==> src/rtl/imc_pkg.sv <==
package imc_pkg;

    typedef enum logic [1:0] {
        SEL_NONE = 2'd0,
        SEL_MASK = 2'd1,
        SEL_RAW  = 2'd2,
        SEL_QUAL = 2'd3
    } imc_sel_e;

    localparam int unsigned IMC_ADDR_W   = 4;
    localparam logic [3:0]  IMC_OFS_MASK = 4'h8;
    localparam logic [3:0]  IMC_OFS_RAW  = 4'h9;
    localparam logic [3:0]  IMC_OFS_QUAL = 4'hA;

endpackage

==> src/rtl/imc_addr_dec.sv <==
module imc_addr_dec
    import imc_pkg::*;
#(
    parameter int unsigned     ADDR_W   = 4,
    parameter logic [ADDR_W-1:0] OFS_MASK = ADDR_W'(8),
    parameter logic [ADDR_W-1:0] OFS_RAW  = ADDR_W'(9),
    parameter logic [ADDR_W-1:0] OFS_QUAL = ADDR_W'(10)
) (
    input  logic [ADDR_W-1:0] addr_i,
    output imc_sel_e          sel_o
);
    always_comb begin
        if (addr_i == OFS_MASK) begin
            sel_o = SEL_MASK;
        end else if (addr_i == OFS_RAW) begin
            sel_o = SEL_RAW;
        end else if (addr_i == OFS_QUAL) begin
            sel_o = SEL_QUAL;
        end else begin
            sel_o = SEL_NONE;
        end
    end
endmodule

==> src/rtl/imc_mask_next.sv <==
module imc_mask_next
    import imc_pkg::*;
#(
    parameter int unsigned DATA_W = 64
) (
    input  imc_sel_e          sel_i,
    input  logic              wr_i,
    input  logic [DATA_W-1:0] wdata_i,
    input  logic [DATA_W-1:0] mask_q_i,
    output logic [DATA_W-1:0] mask_d_o
);
    // offset 0x9 writes set bits, offset 0xA writes clear bits
    always_comb begin
        mask_d_o = mask_q_i;
        if (wr_i) begin
            unique case (sel_i)
                SEL_MASK: mask_d_o = wdata_i;
                SEL_RAW:  mask_d_o = mask_q_i | wdata_i;
                SEL_QUAL: mask_d_o = mask_q_i & wdata_i;
                default:  mask_d_o = mask_q_i;
            endcase
        end
    end
endmodule

==> src/rtl/imc_cond_eval.sv <==
module imc_cond_eval #(
    parameter int unsigned DATA_W     = 64,
    parameter int unsigned COND_SHIFT = 16
) (
    input  logic [DATA_W-1:0] status_i,
    input  logic [DATA_W-1:0] mask_i,
    output logic [DATA_W-1:0] raw_o,
    output logic [DATA_W-1:0] qual_o,
    output logic              any_o
);
    for (genvar i = 0; i < int'(DATA_W); i++) begin : g_bit
        if (i + COND_SHIFT < DATA_W) begin : g_src
            assign raw_o[i] = status_i[i+COND_SHIFT];
        end else begin : g_zero
            assign raw_o[i] = 1'b0;
        end
        assign qual_o[i] = raw_o[i] & mask_i[i];
    end

    assign any_o = |qual_o;
endmodule

==> src/rtl/imc_rd_mux.sv <==
module imc_rd_mux
    import imc_pkg::*;
#(
    parameter int unsigned DATA_W = 64
) (
    input  imc_sel_e          sel_i,
    input  logic [DATA_W-1:0] mask_i,
    input  logic [DATA_W-1:0] raw_i,
    input  logic [DATA_W-1:0] qual_i,
    output logic [DATA_W-1:0] rd_o
);
    always_comb begin
        unique case (sel_i)
            SEL_MASK: rd_o = mask_i;
            SEL_RAW:  rd_o = raw_i;
            SEL_QUAL: rd_o = qual_i;
            default:  rd_o = '0;
        endcase
    end
endmodule

==> src/rtl/intr_mask_cond.sv <==
module intr_mask_cond
    import imc_pkg::*;
#(
    parameter int unsigned       DATA_W     = 64,
    parameter int unsigned       COND_SHIFT = 16,
    parameter int unsigned       ADDR_W     = IMC_ADDR_W,
    parameter logic [ADDR_W-1:0] OFS_MASK   = IMC_OFS_MASK,
    parameter logic [ADDR_W-1:0] OFS_RAW    = IMC_OFS_RAW,
    parameter logic [ADDR_W-1:0] OFS_QUAL   = IMC_OFS_QUAL
) (
    input  logic              clk,
    input  logic              rst_n,
    input  logic [DATA_W-1:0] status_i,
    input  logic [ADDR_W-1:0] reg_addr_i,
    input  logic              reg_wr_i,
    input  logic              reg_rd_i,
    input  logic [DATA_W-1:0] reg_wdata_i,
    output logic [DATA_W-1:0] reg_rdata_o,
    output logic              irq_o
);
    typedef struct packed {
        logic [DATA_W-1:0] mask;
        logic [DATA_W-1:0] raw;
        logic [DATA_W-1:0] qual;
        logic              irq;
        logic [DATA_W-1:0] rdata;
    } imc_state_t;

    imc_state_t state_d, state_q;

    imc_sel_e          sel;
    logic [DATA_W-1:0] mask_d;
    logic [DATA_W-1:0] raw_c;
    logic [DATA_W-1:0] qual_c;
    logic              any_c;
    logic [DATA_W-1:0] rd_val;
    logic              access;

    assign access = reg_wr_i | reg_rd_i;

    imc_addr_dec #(
        .ADDR_W  (ADDR_W),
        .OFS_MASK(OFS_MASK),
        .OFS_RAW (OFS_RAW),
        .OFS_QUAL(OFS_QUAL)
    ) u_dec (
        .addr_i(reg_addr_i),
        .sel_o (sel)
    );

    imc_mask_next #(.DATA_W(DATA_W)) u_mask (
        .sel_i   (sel),
        .wr_i    (reg_wr_i),
        .wdata_i (reg_wdata_i),
        .mask_q_i(state_q.mask),
        .mask_d_o(mask_d)
    );

    // conditions use the mask as it stands after this access
    imc_cond_eval #(.DATA_W(DATA_W), .COND_SHIFT(COND_SHIFT)) u_cond (
        .status_i(status_i),
        .mask_i  (mask_d),
        .raw_o   (raw_c),
        .qual_o  (qual_c),
        .any_o   (any_c)
    );

    imc_rd_mux #(.DATA_W(DATA_W)) u_rd (
        .sel_i (sel),
        .mask_i(state_q.mask),
        .raw_i (state_q.raw),
        .qual_i(state_q.qual),
        .rd_o  (rd_val)
    );

    always_comb begin
        state_d = state_q;
        if (access) begin
            state_d.mask = mask_d;
            state_d.raw  = raw_c;
            state_d.qual = qual_c;
            state_d.irq  = any_c;
        end
        if (reg_rd_i) begin
            state_d.rdata = rd_val;
        end
    end

    always_ff @(posedge clk or negedge rst_n) begin
        if (!rst_n) begin
            state_q <= '0;
        end else begin
            state_q <= state_d;
        end
    end

    assign reg_rdata_o = state_q.rdata;
    assign irq_o       = state_q.irq;
endmodule

==> config.mk <==
export PLATFORM = sky130hd
export DESIGN_NAME = intr_mask_cond
export DESIGN_NICKNAME = d
export VERILOG_FILES = /design/src/rtl/imc_pkg.sv /design/src/rtl/imc_addr_dec.sv /design/src/rtl/imc_mask_next.sv /design/src/rtl/imc_cond_eval.sv /design/src/rtl/imc_rd_mux.sv /design/src/rtl/intr_mask_cond.sv
export SDC_FILE = /design/constraint.sdc
export NUM_CORES = 1
export LEC_CHECK = 0
export BUFFER_PORTS_ARGS = -buffer_cell sky130_fd_sc_hd__buf_4
export CAP_MARGIN = 20
export CORE_ASPECT_RATIO = 1.1
export CORE_UTILIZATION = 55
export CTS_CLUSTER_DIAMETER = 50
export DETAILED_ROUTE_END_ITERATION = 8
export HOLD_SLACK_MARGIN = 0.03
export PLACE_DENSITY_LB_ADDON = 0.12
export SLEW_MARGIN = 20
export SYNTH_ARGS = -nofsm -noshare
export SYNTH_HDL_FRONTEND = slang
export SYNTH_SLANG_ARGS = --single-unit
==> constraint.sdc <==
create_clock -name clk -period 3 [get_ports clk]
set_input_delay 0.15 -clock clk [delete_from_list [all_inputs] [get_ports clk]]
set_output_delay 0.15 -clock clk [all_outputs]
set_load 0.05 [all_outputs]
==> key figures <==
Outcome
  – Status: complete, no violations

STA
  – Max Clock Freq: 436 MHz
  – Post-route minimum period: 2300 ps
  – Final Skew: 9.32 ps
  – Slew margin rel.: 0.403
  – Final setup fails: 0
  – Worst Tran Pin Value: 896 ps
  – Post-route clock period utilization: 0.765
  – Final hold violation count: 0
  – Final setup TNS: 0 ps
  – Fin. max-slew vios: 0
  – RSZ-0062 raised after global routing: no
  – WHS: 133 ps

Floorplan
  – Die width: 135 µm
  – Die Area: 20,000 µm²
  – Std-Cell Rows: 53
  – Area of the core: 19,000 µm²
  – Die Ht: 148 µm
  – I/O pin total: 201
  – Initial Util: 0.561

Routing
  – Final WL: 28.9 mm
  – Vias per Instance: 5.88
  – Initial DRC Count: 844
  – 1st-pass router iterations: 8
  – Routed len/inst: 19.0 µm
  – Vias: 8,950
  – Residual DRC: 0
  – Routed Antenna Nets: 0

Setup path
  – Worst-path cell chain: dlygate4sd3_1 > buf_4 > nand4bb_4 > buf_4 > a21o_1 > a22o_1 > a2111oi_0 > and4_1 > a31oi_1
  – Most frequent cell on the critical path: buf_4
  – Buf/Inv on CP: 3
  – Crit Path Class: in -> reg
  – CP delay by family, top: buffers and inverters
  – Data arrival, critical path: 2680 ps
  – CP Max Fanout: 16
  – Req. time, crit path: 3390 ps
  – Slowest cell on crit path: dlygate4sd3_1
  – R2R depth: 6
  – Largest stage delay on the critical path: 530 ps
  – Crit end category: flip-flop
  – CP startpoint kind: input port
  – Number of cells on the critical path: 9

Synthesis
  – Syn Nets: 1,180
  – Async set or reset register ratio after synthesis: 1.00
  – Dominant synthesized flop cell: dfrtp_1
  – Cell variety after synth: 33
  – Synth Instances: 1,044
  – Ys Warns: 0
  – Sequential fraction of the synthesis area: 0.527
  – Cell Area, Synth: 10,700 µm²
  – EDFF count, synth: 0
  – Post-synthesis area per instance: 10.2 µm²
  – Seq cells post-synth: 225

Clocking
  – Max clock buf depth: 3
  – H-Tree Depth: 1
  – Clock transition at path regs: 60 ps
  – Clock Latency Late Sink: 520 ps
  – Setup Buffers After CTS: 0
  – TritonCTS Sinks: 225
  – CTS root buf: clkbuf_16
  – CTS tree: built
  – Cts bufs inserted: 27

Power
  – Internal power: 5.83 mW
  – Power per cell area: 572 nW/µm²
  – NetSw: 2.09 mW
  – Combinational share of power: 0.150
  – Flop pwr share: 0.458
  – Leak: 6.28 nW
  – Clock share of power: 0.392
  – Worst vdd ir: 0.593 mV
  – Sw frac: 0.264

Layout
  – Fill count: 1,401
  – Area grow syn2layout: 29.9%
  – Inserted Diodes: 0
  – Area of the multi-input gates: 3950 µm²
  – Register Area: 5630 µm²
  – Final nets: 1,392
  – Layout cells sized above 1: 0.244

Global routing
  – Initial antenna violation count: 0
  – Largest net degree at the start of global routing: 99
  – Gr usage total: 0.294
  – Vias in the first global route: 8,947
  – First-pass GRT wire length: 46.4 mm
  – GR Overflow Total: 0

Hold path
  – Hold Path Depth: 4
  – Hold WC Path Type: in -> reg

Placement
  – Detailed Place HPWL: 17.3 mm
  – Routability congestion estimate: 0.779
  – IO Port Bufs: 184

Flow run
  – Maxcap violations: 0
[flip-flops by register name, indices dropped and copies added, names as in the netlist]
register,flops
reg_rdata_o,64
state_q,160
irq_o,1
[worst paths after layout]
check / startpoint / endpoint / slack, ps
worst max-delay path: reg_wr_i / irq_o / 700
worst min-delay path: reg_rd_i / state_q[110] / 130
worst max register to register: state_q[202] / irq_o / 1030
worst min register to register: state_q[90] / state_q[90] / 480
max in group asynchronous: rst_n / reg_rdata_o[27] / 1930
min in group asynchronous: rst_n / reg_rdata_o[55] / 240
[power groups by stage]
stage / Combinational (mW) / Clock, mW / Sequential [mW]
after CTS: 1.19 / 3.14 / 3.62
final: 1.19 / 3.10 / 3.63
after floorplan: 0.675 / 0 / 3.60
after global placement: 1.03 / 0 / 3.65
after global routing: 1.31 / 3.27 / 3.67
after detailed placement: 1.06 / 0 / 3.67
[layer usage]
| layer | share of wire | global-route usage | vias to the layer above | wire length, µm |
|---|---|---|---|---|
| li1 | - | - | 4137 | - |
| met1 | 0.41 | 0.389 | 4398 | 11900 |
| met4 | 0.023 | 0.0826 | 0 | 676 |
| met5 | 0 | 0 | - | 0 |
| met2 | 0.50 | 0.501 | 363 | 14300 |
| met3 | 0.070 | 0.0464 | 52 | 2010 |
[logic make-up after synthesis]
group | count (synthesis) | share of synthesized area
AO/OA/AOI/OAI | 279 | 0.193
AND/OR/NAND/NOR | 247 | 0.110
buffers and inverters | 236 | 0.110
flip-flops | 225 | 0.527
multiplexers | 57 | 0.0601
[synthesized netlist by cell type (all sizes together), types with 32 or more instances]
cell | n | area (µm²)
clkbuf | 49 | 184
inv | 97 | 364
a21oi | 32 | 160
a22o | 47 | 412
buf | 90 | 626
nand3 | 43 | 215
nand2 | 138 | 518
mux2 | 57 | 642
a222oi | 64 | 641
dfrtp | 225 | 5630
o21ai | 55 | 275
o22ai | 53 | 332
[layout make-up]
| class | instances | share of cell area |
|---|---|---|
| Clock buffer | 40 | 0.0552 |
| Inverter | 97 | 0.0263 |
| Tap cell | 247 | 0.0223 |
| Clock inverter | 7 | 0.00542 |
| Multi-Input combinational cell | 583 | 0.285 |
| Sequential cell | 225 | 0.406 |
| Timing Repair Buffer | 322 | 0.200 |
[worst reg2reg max path: stages, from the launching register on]
cell and delay [ps]:
dfrtp_1 390, and2_1 140, a222oi_1 300, nand2b_1 220
nand4_1 140, nor4_1 500, a31oi_1 140
[through the flow]
step	setup slack (ps)	utilization	total power, mW	std cells	cell area [µm²]
final	705	0.728	7.92	1521	13900
after global routing	485	0.728	8.25	1521	13900
after CTS	639	0.728	7.95	1521	13900
after detailed placement	567	0.624	4.73	1360	11900
after global placement	592	0.624	4.68	1360	11900
after floorplan	1390	-	4.27	1044	10700
[cells in the final DEF, fill, tap and decap left out, types with 16 or more instances in the layout]
cell type | Yosys | final
dfrtp_1 | 225 | 225
buf_4 | 66 | 202
nand2_1 | 138 | 137
dlygate4sd3_1 | 0 | 114
inv_1 | 97 | 97
a222oi_1 | 64 | 64
mux2_2 | 57 | 57
o21ai_0 | 55 | 55
o22ai_1 | 53 | 53
a22o_1 | 47 | 47
nand3_1 | 43 | 43
a21oi_1 | 32 | 32
clkbuf_16 | 0 | 27
nand2b_1 | 17 | 17
nand4_1 | 17 | 17
a211o_1 | 16 | 16
and2_1 | 16 | 16
[timing repair]
action | in CTS | in global routing
resized for setup | 0 | 0
hold buffers | 114 | 0
endpoints found under the hold margin | 245 | 0
(Power assumes the default switching activity.)
